<file path="src/rtl/gpio_edge_pkg.sv">
package gpio_edge_pkg;
  typedef enum logic [1:0] {
    EDGE_OFF  = 2'b00,
    EDGE_FALL = 2'b01,
    EDGE_RISE = 2'b10,
    EDGE_BOTH = 2'b11
  } edge_sel_e;

  localparam int OC_DIR  = 5;
  localparam int OC_DRV  = 4;
  localparam int OC_PEN  = 3;
  localparam int OC_LVL  = 0;
  localparam int OC_BITS = 6;
endpackage

</file>
<file path="src/rtl/gpio_pin_slice.sv">
module gpio_pin_slice
  import gpio_edge_pkg::*;
(
  input  logic               clk_i,
  input  logic               rst_ni,
  input  logic               pad_in_i,
  input  logic               oc_we_i,
  input  logic [OC_BITS-1:0] oc_wdata_i,
  input  logic               ic_we_i,
  input  logic [1:0]         ic_wdata_i,
  output logic [OC_BITS-1:0] oc_q_o,
  output logic [2:0]         ic_rd_o,
  output logic               event_o,
  output logic               pad_out_o,
  output logic               pad_oe_o,
  output logic               pull_en_o,
  output logic [1:0]         pull_sel_o
);
  logic [OC_BITS-1:0] oc_q;
  edge_sel_e          edge_q;
  logic               sync1_q, sync2_q, prev_q;

  always_ff @(posedge clk_i or negedge rst_ni) begin
    if (!rst_ni) begin
      oc_q    <= '0;
      edge_q  <= EDGE_OFF;
      sync1_q <= 1'b0;
      sync2_q <= 1'b0;
      prev_q  <= 1'b0;
    end else begin
      if (oc_we_i) oc_q <= oc_wdata_i;
      if (ic_we_i) edge_q <= edge_sel_e'(ic_wdata_i);
      sync1_q <= pad_in_i;
      sync2_q <= sync1_q;
      prev_q  <= sync2_q;
    end
  end

  always_comb begin
    unique case (edge_q)
      EDGE_RISE: event_o = sync2_q & ~prev_q;
      EDGE_FALL: event_o = ~sync2_q & prev_q;
      EDGE_BOTH: event_o = sync2_q ^ prev_q;
      default:   event_o = 1'b0;
    endcase
  end

  assign oc_q_o     = oc_q;
  assign ic_rd_o    = {edge_q, sync2_q};
  assign pad_out_o  = oc_q[OC_LVL];
  // open-drain only pulls low
  assign pad_oe_o   = oc_q[OC_DIR] & (oc_q[OC_DRV] | ~oc_q[OC_LVL]);
  assign pull_en_o  = oc_q[OC_PEN];
  assign pull_sel_o = oc_q[2:1];

  assert_input_no_drive_R3: assert property (@(posedge clk_i) disable iff (!rst_ni)
    !oc_q_o[OC_DIR] |-> !pad_oe_o);
  assert_no_event_when_off_R5: assert property (@(posedge clk_i) disable iff (!rst_ni)
    (ic_rd_o[2:1] == 2'b00) |-> !event_o);
endmodule

</file>
<file path="src/rtl/gpio_irq_bank.sv">
module gpio_irq_bank #(
  parameter int NUM_PINS  = 13,
  parameter int GRP0_PINS = 7,
  localparam int GRP1_PINS = NUM_PINS - GRP0_PINS,
  localparam int GW = (GRP0_PINS > GRP1_PINS) ? GRP0_PINS : GRP1_PINS
) (
  input  logic                clk_i,
  input  logic                rst_ni,
  input  logic [NUM_PINS-1:0] event_i,
  input  logic [1:0]          sts_we_i,
  input  logic [1:0]          msk_we_i,
  input  logic [GW-1:0]       wdata_i,
  output logic [NUM_PINS-1:0] status_o,
  output logic [NUM_PINS-1:0] mask_o,
  output logic                irq_o
);
  logic [NUM_PINS-1:0] status_q, mask_q, clr;

  for (genvar i = 0; i < NUM_PINS; i++) begin : g_bit
    localparam int GRP = (i < GRP0_PINS) ? 0 : 1;
    localparam int POS = (i < GRP0_PINS) ? i : i - GRP0_PINS;
    assign clr[i] = sts_we_i[GRP] & wdata_i[POS];
    always_ff @(posedge clk_i or negedge rst_ni) begin
      if (!rst_ni)           mask_q[i] <= 1'b0;
      else if (msk_we_i[GRP]) mask_q[i] <= wdata_i[POS];
    end
  end

  // a new event outranks a clear in the same cycle
  always_ff @(posedge clk_i or negedge rst_ni) begin
    if (!rst_ni) status_q <= '0;
    else         status_q <= (status_q & ~clr) | event_i;
  end

  assign status_o = status_q;
  assign mask_o   = mask_q;
  assign irq_o    = |(status_q & ~mask_q);

  assert_sticky_R7: assert property (@(posedge clk_i) disable iff (!rst_ni)
    1'b1 |=> ((status_q & $past(status_q & ~clr)) == $past(status_q & ~clr)));
  assert_event_wins_R8: assert property (@(posedge clk_i) disable iff (!rst_ni)
    (|event_i) |=> ((status_q & $past(event_i)) == $past(event_i)));
endmodule

</file>
<file path="src/rtl/gpio_edge_ctrl.sv">
module gpio_edge_ctrl
  import gpio_edge_pkg::*;
#(
  parameter int NUM_PINS  = 13,
  parameter int GRP0_PINS = 7,
  parameter int ADDR_W    = 6,
  parameter int OC_BASE   = 0,
  parameter int STS_BASE  = 32,
  parameter int MSK_BASE  = 40
) (
  input  logic                  clk_i,
  input  logic                  rst_ni,
  input  logic [ADDR_W-1:0]     addr_i,
  input  logic [7:0]            wdata_i,
  input  logic                  wr_en_i,
  input  logic                  rd_en_i,
  output logic [7:0]            rd_data_o,
  input  logic [NUM_PINS-1:0]   pad_in_i,
  output logic [NUM_PINS-1:0]   pad_out_o,
  output logic [NUM_PINS-1:0]   pad_oe_o,
  output logic [NUM_PINS-1:0]   pull_en_o,
  output logic [2*NUM_PINS-1:0] pull_sel_o,
  output logic                  irq_o
);
  localparam int IC_BASE   = OC_BASE + NUM_PINS;
  localparam int GRP1_PINS = NUM_PINS - GRP0_PINS;
  localparam int GW = (GRP0_PINS > GRP1_PINS) ? GRP0_PINS : GRP1_PINS;

  logic [OC_BITS-1:0]  oc_q [NUM_PINS];
  logic [2:0]          ic_rd [NUM_PINS];
  logic [NUM_PINS-1:0] events, status, mask;
  logic [1:0]          sts_we, msk_we;
  logic [7:0]          rd_d, rd_q;
  logic                unused_wdata;

  assign unused_wdata = ^wdata_i;

  for (genvar i = 0; i < NUM_PINS; i++) begin : g_pin
    gpio_pin_slice u_pin (
      .clk_i      (clk_i),
      .rst_ni     (rst_ni),
      .pad_in_i   (pad_in_i[i]),
      .oc_we_i    (wr_en_i && addr_i == ADDR_W'(OC_BASE + i)),
      .oc_wdata_i (wdata_i[OC_BITS-1:0]),
      .ic_we_i    (wr_en_i && addr_i == ADDR_W'(IC_BASE + i)),
      .ic_wdata_i (wdata_i[2:1]),
      .oc_q_o     (oc_q[i]),
      .ic_rd_o    (ic_rd[i]),
      .event_o    (events[i]),
      .pad_out_o  (pad_out_o[i]),
      .pad_oe_o   (pad_oe_o[i]),
      .pull_en_o  (pull_en_o[i]),
      .pull_sel_o (pull_sel_o[2*i+1:2*i])
    );
  end

  for (genvar g = 0; g < 2; g++) begin : g_grp_we
    assign sts_we[g] = wr_en_i && addr_i == ADDR_W'(STS_BASE + g);
    assign msk_we[g] = wr_en_i && addr_i == ADDR_W'(MSK_BASE + g);
  end

  gpio_irq_bank #(.NUM_PINS(NUM_PINS), .GRP0_PINS(GRP0_PINS)) u_bank (
    .clk_i    (clk_i),
    .rst_ni   (rst_ni),
    .event_i  (events),
    .sts_we_i (sts_we),
    .msk_we_i (msk_we),
    .wdata_i  (wdata_i[GW-1:0]),
    .status_o (status),
    .mask_o   (mask),
    .irq_o    (irq_o)
  );

  always_comb begin
    rd_d = '0;
    for (int i = 0; i < NUM_PINS; i++) begin
      if (addr_i == ADDR_W'(OC_BASE + i)) rd_d = 8'(oc_q[i]);
      if (addr_i == ADDR_W'(IC_BASE + i)) rd_d = 8'(ic_rd[i]);
    end
    if (addr_i == ADDR_W'(STS_BASE))     rd_d = 8'(status[GRP0_PINS-1:0]);
    if (addr_i == ADDR_W'(STS_BASE + 1)) rd_d = 8'(status[NUM_PINS-1:GRP0_PINS]);
    if (addr_i == ADDR_W'(MSK_BASE))     rd_d = 8'(mask[GRP0_PINS-1:0]);
    if (addr_i == ADDR_W'(MSK_BASE + 1)) rd_d = 8'(mask[NUM_PINS-1:GRP0_PINS]);
  end

  always_ff @(posedge clk_i or negedge rst_ni) begin
    if (!rst_ni)      rd_q <= '0;
    else if (rd_en_i) rd_q <= rd_d;
  end

  assign rd_data_o = rd_q;

  assert_grp1_upper_zero_R11: assert property (@(posedge clk_i) disable iff (!rst_ni)
    (rd_en_i && addr_i == ADDR_W'(STS_BASE + 1)) |=> (rd_data_o[7:GRP1_PINS] == '0));
  assert_rd_hold_R12: assert property (@(posedge clk_i) disable iff (!rst_ni)
    !rd_en_i |=> $stable(rd_data_o));
endmodule

</file>
<file path="config.mk">
export PLATFORM = sky130hd
export DESIGN_NAME = gpio_edge_ctrl
export DESIGN_NICKNAME = d
export VERILOG_FILES = /design/src/rtl/gpio_edge_pkg.sv /design/src/rtl/gpio_pin_slice.sv /design/src/rtl/gpio_irq_bank.sv /design/src/rtl/gpio_edge_ctrl.sv
export SDC_FILE = /design/constraint.sdc
export NUM_CORES = 1
export LEC_CHECK = 0
export ABC_AREA = 0
export ABC_CLOCK_PERIOD_IN_PS = 1940
export CAP_MARGIN = 20
export CORE_MARGIN = 5
export CORE_UTILIZATION = 40
export DETAILED_ROUTE_END_ITERATION = 16
export PLACE_DENSITY = 0.7
export SLEW_MARGIN = 25
export SYNTH_ARGS = -nofsm -noshare
export SYNTH_HDL_FRONTEND = slang
export SYNTH_SLANG_ARGS = --single-unit
</file>
<file path="constraint.sdc">
create_clock -name clk_i -period 1.94 [get_ports clk_i]
set_input_delay 0.485 -clock clk_i [delete_from_list [all_inputs] [get_ports clk_i]]
set_output_delay 0.485 -clock clk_i [all_outputs]
set_load 0.02 [all_outputs]
</file>
==> impl_metrics.yaml, run 1 <==
outcome:
  status: "finished with violations"
  violations: "negative setup slack"
timing:
  hold_violations: 0
  fin_ws_ps: -123
  fin_hold_ws_ps: 349
  finalCriticalPeriod_ps: 2060
  slew_violations: 0
  fmax_mhz: 485
  period_share: 1.06
  setup_viol: 1
  rsz0062_at_grt: "yes"
  skew_ps: 11.1
routing:
  drc: 0
  wirelength_met1_microns: 14100
  via_per_inst: 5.43
  drtPass1Iterations: 8
  postRouteAntennaNets: 0
  top_layer: "met4"
  wl_met2_microns: 14300
  wl_microns: 31600
  drtIter0Drc: 622
  wl_per_cell_microns: 22.3
  wl_met3_microns: 2350
  vias: 7711
critical_path:
  r2r_slack_ps: 140
  crit_path_end_kind: "output pin"
  worst-setup-path-type: "flip-flop to output pin"
  worstPathArrival_ps: 1580
  crit_family: "flip-flops"
  path_cells: "inv_1 > o22ai_1 > nor3_2 > nand3_1 > buf_2"
  critPathMaxFanout: 2
  slowest_delay_ps: 430
  cp.required_ps: 1450
  crit_buf_inv: 2
  crit_slowest_cell: "dfrtp_1"
  critPathLaunchType: "flip-flop"
synth:
  ys_types: 78
  synthFlopType: "dfrtp_1"
  synth_cells: 887
  avgSynthCellArea_sq_um: 10.8
  synth_area_sq_um: 9550
  synth-seq-area-share: 0.461
  yosysTopAreaCell: "dfrtp_1"
  netlist.area_leader.share: 0.461
  syn-num-nets: 944
  synth_area_leaders: "dfrtp_1 (46%), mux2_2 (14%), buf_4 (5.6%)"
  synthArstFlopShare: 1.00
  synth_edf_count: 0
  yosysWarnings: 0
  ys_ff_latch: 176
floorplan:
  die_area_sq_um: 27100
  fp-row-count: 56
  pin_count: 105
  start_util: 0.407
  die_x_microns: 165
  die-height_microns: 165
  core_area_sq_um: 23500
clocking:
  clock_latency_ps: 430
  htreeDepth: 4
  clock_path_buffers: 2
  clock-sinks: 176
  cts_inserted_buffers: 17
  cts_tree: "built"
  clk_pin_slew_ps: 70
  cts_root_buf: "clkbuf_16"
cells_and_area:
  design_area_sq_um: 12900
  antenna_cells: 0
  area_growth_pct: 34.8
  mostFrequentLayoutCell: "dfrtp_1"
  final_nets: 1145
  mostFrequentLayoutCells: "dfrtp_1 (176), buf_4 (159), mux2_2 (120), inv_1 (67), nand2_1 (47)"
  fin_cells: 1419
  drive_gt1_frac: 0.392
place:
  portBuffers: 102
  dp_slack_ps: -903
  placed_cells_incl_taps: 1357
  gp_congestion: 0.952
  place_hpwl_microns: 23500
  detailed_place.area_sq_um: 11700
power_and_ir_drop:
  p_per_area_nw_per_um2: 811
  vdd_drop_max_uv: 589
  p_leak_nw: 6.23
global_routing:
  grt_max_degree: 58
  antenna_found_initial: 0
  first_global_vias: 7689
  track_usage: 0.236
  overflow: 0
  grt_pass1_wl_microns: 47800
min_path:
  hold_class: "flip-flop to flip-flop"
flow_run:
  cap_violations: 0
synthesized netlist by cell type (all sizes together), types with 18 or more instances:
library cell and number:
a21oi 19, buf 94, clkbuf 21, dfrtp 176, ha 26, inv 68
mux2 120, mux2i 18, nand2 55, nand3 18, nor2 46, nor3 21
o21ai 34
logic make-up after synthesis:
kind of cell	count (synthesis)	synth area share
AND/OR/NAND/NOR	195	0.110
buffers and inverters	183	0.105
flip-flops	176	0.461
AO/OA/AOI/OAI	167	0.127
multiplexers	138	0.160
adder cells (fa/ha/maj)	26	0.0341
other	1	0.000393
XOR/XNOR	1	0.000917
worst paths after layout:
path / end / from / depth (start not counted)
setup / recovery: irq_o / u_bank.status_o[5] / 5
hold / removal: g_pin[5].u_pin.sync2_q / g_pin[5].u_pin.sync1_q / 0
setup reg to reg: rd_data_o[1] / g_pin[8].u_pin.edge_q[0] / 6
hold reg to reg: g_pin[5].u_pin.sync2_q / g_pin[5].u_pin.sync1_q / 0
max in group asynchronous: u_bank.mask_o[12] / rst_ni / 3
min in group asynchronous: g_pin[7].u_pin.sync1_q / rst_ni / 2
area by class of cell:
class	count	area (sq um)
clock buffers	19	453
clock inverters	12	111
fillers	2091	10600
inverters	68	255
multi-input cells	528	4480
flip-flops and latches	176	4400
well taps	319	399
repair buffers	297	2770
power by group:
group          switching (mW)  total (mW)  leakage [nW]  internal (mW)
clock network            1.51        3.34         0.272           1.84
registers               0.504        4.65          2.20           4.14
logic                    1.23        2.44          3.76           1.21
stage by stage:
step           power (mW)  setup TNS [ps]  utilization
6_report             10.4            -123        0.548
5_1_grt              10.9            -208        0.548
2_1_floorplan        5.88            -646            -
3_5_place_dp         7.10          -82840        0.498
4_1_cts              10.4            -123        0.536
3_3_place_gp         7.05          -82460        0.498
metal layers:
layer	up-vias	GRT usage
li1	3483	-
met1	3872	0.338
met2	311	0.365
met3	45	0.0444
met4	0	0.0749
met5	-	0
what timing repair did:
item | 4_1_cts | 5_1_grt
hold buffers | 1 | 0
pin swaps | 18 | 27
setup endpoints to repair | 171 | 78
buffers inserted | 9 | 15
resized for setup | 123 | 76
hold endpoints to repair | 4 | 0
cloned | 5 | 1
state kept, by name, summed over array words and instances, names as in the netlist:
name,cells
g_pin.u_pin.edge_q,26
u_bank.mask_o,13
rd_data_o,7
u_bank.status_o,13
g_pin.u_pin.oc_q_o,78
g_pin.u_pin.prev_q,13
g_pin.u_pin.sync1_q,13
g_pin.u_pin.sync2_q,13
Note: power is estimated with default switching activity, not from simulation.
==> run 2: changes to the inputs <==
--- a/config.mk
+++ b/config.mk
@@ -8,7 +8,7 @@
 export ABC_AREA = 0
 export ABC_CLOCK_PERIOD_IN_PS = 1940
 export CAP_MARGIN = 20
-export CORE_MARGIN = 5
+export CORE_MARGIN = 8
 export CORE_UTILIZATION = 40
 export DETAILED_ROUTE_END_ITERATION = 16
 export PLACE_DENSITY = 0.7
==> run 2 against run 1 <==
  * Final cell count shrank 0.28%
  * The run still ends with negative setup slack left
  * Sequential share of layout area up 0.52 points
  * Global-route usage decreased by 1.4 points
  * Non-clock buffer count is 5 lower
  * Hold slack gained 1.6 ps
  * Largest cell class is now flip-flops and latches
==> impl_metrics.yaml, run 2 (synthesized netlist as in run 1, its figures left out) <==
outcome:
  status: "finished with violations"
  violations: "negative setup slack"
routing:
  drc: 0
  vias: 7731
  wl_microns: 31600
  drtPass1Iterations: 5
  drtIter0Drc: 679
  wl_per_cell_microns: 22.3
  via_per_inst: 5.46
  postRouteAntennaNets: 0
critical_path:
  r2r-start: "g_pin[8].u_pin.edge_q[0]"
  slowest_delay_ps: 450
  worst-setup-path-type: "flip-flop to output pin"
  r2r_slack_ps: 110
  reg2reg_to: "rd_data_o[1]"
  crit_path_end_kind: "output pin"
  crit_slowest_cell: "dfrtp_1"
  critPathLaunchType: "flip-flop"
  ff2ff_path_depth: 5
  critPathCapture: "irq_o"
  cp.required_ps: 1450
  worstPathArrival_ps: 1630
  critPathMaxFanout: 2
  path_cells: "inv_2 > o22ai_2 > nor3_2 > nand3_1 > buf_6"
  setup.worst_path.start: "u_bank.status_o[2]"
cells_and_area:
  num-fill-cells: 2060
  drive_gt1_frac: 0.381
  area_growth_pct: 32.8
  mostFrequentLayoutCell: "dfrtp_1"
  regArea_sq_um: 4410
  largest_reg_flops: 78
  final_nets: 1140
  multi_input_area_sq_um: 4370
  antenna_cells: 0
  mostFrequentLayoutCells: "dfrtp_1 (175), buf_4 (158), mux2_2 (120), inv_1 (66), dlygate4sd2_1 (52)"
clocking:
  htreeDepth: 4
  cts_inserted_buffers: 17
  clock_latency_ps: 440
  cts_tree: "built"
  clock-sinks: 176
  clk_pin_slew_ps: 70
  cts_root_buf: "clkbuf_16"
  clock_path_buffers: 2
power_and_ir_drop:
  p_leak_nw: 6.09
  p_switching_mw: 3.42
  seqPwrFrac: 0.440
  power_frac_clock: 0.334
  p_sw_frac: 0.323
  p_comb_frac: 0.226
  p_per_area_nw_per_um2: 834
  power_mw: 10.6
  internal_power_mw: 7.15
  vdd_drop_max_uv: 479
global_routing:
  use_met3: 0.0486
  track_usage: 0.222
  first_global_vias: 7964
  overflow: 0
  use_met1: 0.301
  busiest_layer: "met2"
  grt_max_degree: 54
  antenna_found_initial: 0
  use_met2: 0.341
  grt_pass1_wl_microns: 48500
floorplan:
  die_x_microns: 171
  die_area_sq_um: 29100
  core_area_sq_um: 23500
  start_util: 0.407
  die-height_microns: 171
  fp-row-count: 56
  pin_count: 105
timing:
  period_share: 1.09
  slew_violations: 0
  fin_ws_ps: -172
  fin_hold_ws_ps: 351
  finalCriticalPeriod_ps: 2110
  skew_ps: 7.77
  fmax_mhz: 473
  hold_violations: 0
  rsz0062_at_grt: "yes"
  fin_setup_tns_ps: -188
  setup_viol: 2
place:
  place_hpwl_microns: 24000
  portBuffers: 102
  gp_congestion: 0.955
flow_run:
  cap_violations: 0
min_path:
  hold_class: "flip-flop to flip-flop"
run 2: changes by cell type in the layout (fill, tap and decap cells not counted), moves of 3 or more:
cell,delta
buf_6,+4
clkinv_2,-3
dlygate4sd2_1,+8
dlymetal6s2s_1,-8
inv_8,+5
nand2_1,+3
nand2_2,-3
nor2_2,-4
nor3_2,+4
o22ai_2,+3
run 2: worst min path at each step:
| stage | start | to | slack (ps) | depth (start not counted) |
|---|---|---|---|---|
| 5_1_grt | g_pin[9].u_pin.sync1_q | g_pin[9].u_pin.sync2_q | 350 | 0 |
| 6_report | g_pin[0].u_pin.sync1_q | g_pin[0].u_pin.sync2_q | 350 | 0 |
| 2_1_floorplan | rst_ni | g_pin[0].u_pin.edge_q[0] | 190 | 0 |
| 3_3_place_gp | g_pin[7].u_pin.sync1_q | g_pin[7].u_pin.sync2_q | 330 | 0 |
| 3_5_place_dp | g_pin[4].u_pin.sync1_q | g_pin[4].u_pin.sync2_q | 330 | 0 |
| 4_1_cts | g_pin[9].u_pin.sync1_q | g_pin[9].u_pin.sync2_q | 350 | 0 |
run 2: power groups by stage:
stage          Combinational [mW]  Sequential (mW)  Clock [mW]
2_1_floorplan                1.37             4.51           0
3_3_place_gp                 2.39             4.69           0
3_5_place_dp                 2.42             4.70           0
4_1_cts                      2.39             4.63        3.57
5_1_grt                      2.57             4.70        3.73
6_report                     2.39             4.65        3.53
run 2: area by class of cell:
cell class | instances | area share
clock inverters | 15 | 0.0133
well taps | 319 | 0.0315
clock buffers | 17 | 0.0335
inverters | 68 | 0.0201
flip-flops and latches | 176 | 0.347
repair buffers | 292 | 0.209
multi-input cells | 528 | 0.345
run 2: metal layers:
metal	vias up	wire, microns
met5	-	0
li1	3498	-
met3	50	2170
met2	290	14100
met4	0	942
met1	3893	14400
run 2: critical path: cells and delay by family (launching register included):
family | cells | cell delay (ps)
AO/OA/AOI/OAI | 1 | 70
AND/OR/NAND/NOR | 2 | 420
flip-flops | 1 | 450
buffers and inverters | 2 | 250
run 2: repair_timing:
action                                  in CTS  in global routing
buffers inserted                            13                  0
hold buffers                                 1                  0
cloned                                       4                  1
pin swaps                                   18                 13
hold endpoints to repair                    25                  0
endpoints found under the setup margin     194                 50
gates resized for setup                    136                 44
run 2: stage by stage:
step	worst slack [ps]	std cells	instance area (sq um)	utilization
6_report	-172	1415	12700	0.540
3_3_place_gp	-835	1364	11800	0.501
2_1_floorplan	-110	887	9620	-
4_1_cts	-151	1414	12600	0.537
3_5_place_dp	-834	1364	11800	0.501
5_1_grt	-198	1415	12700	0.540
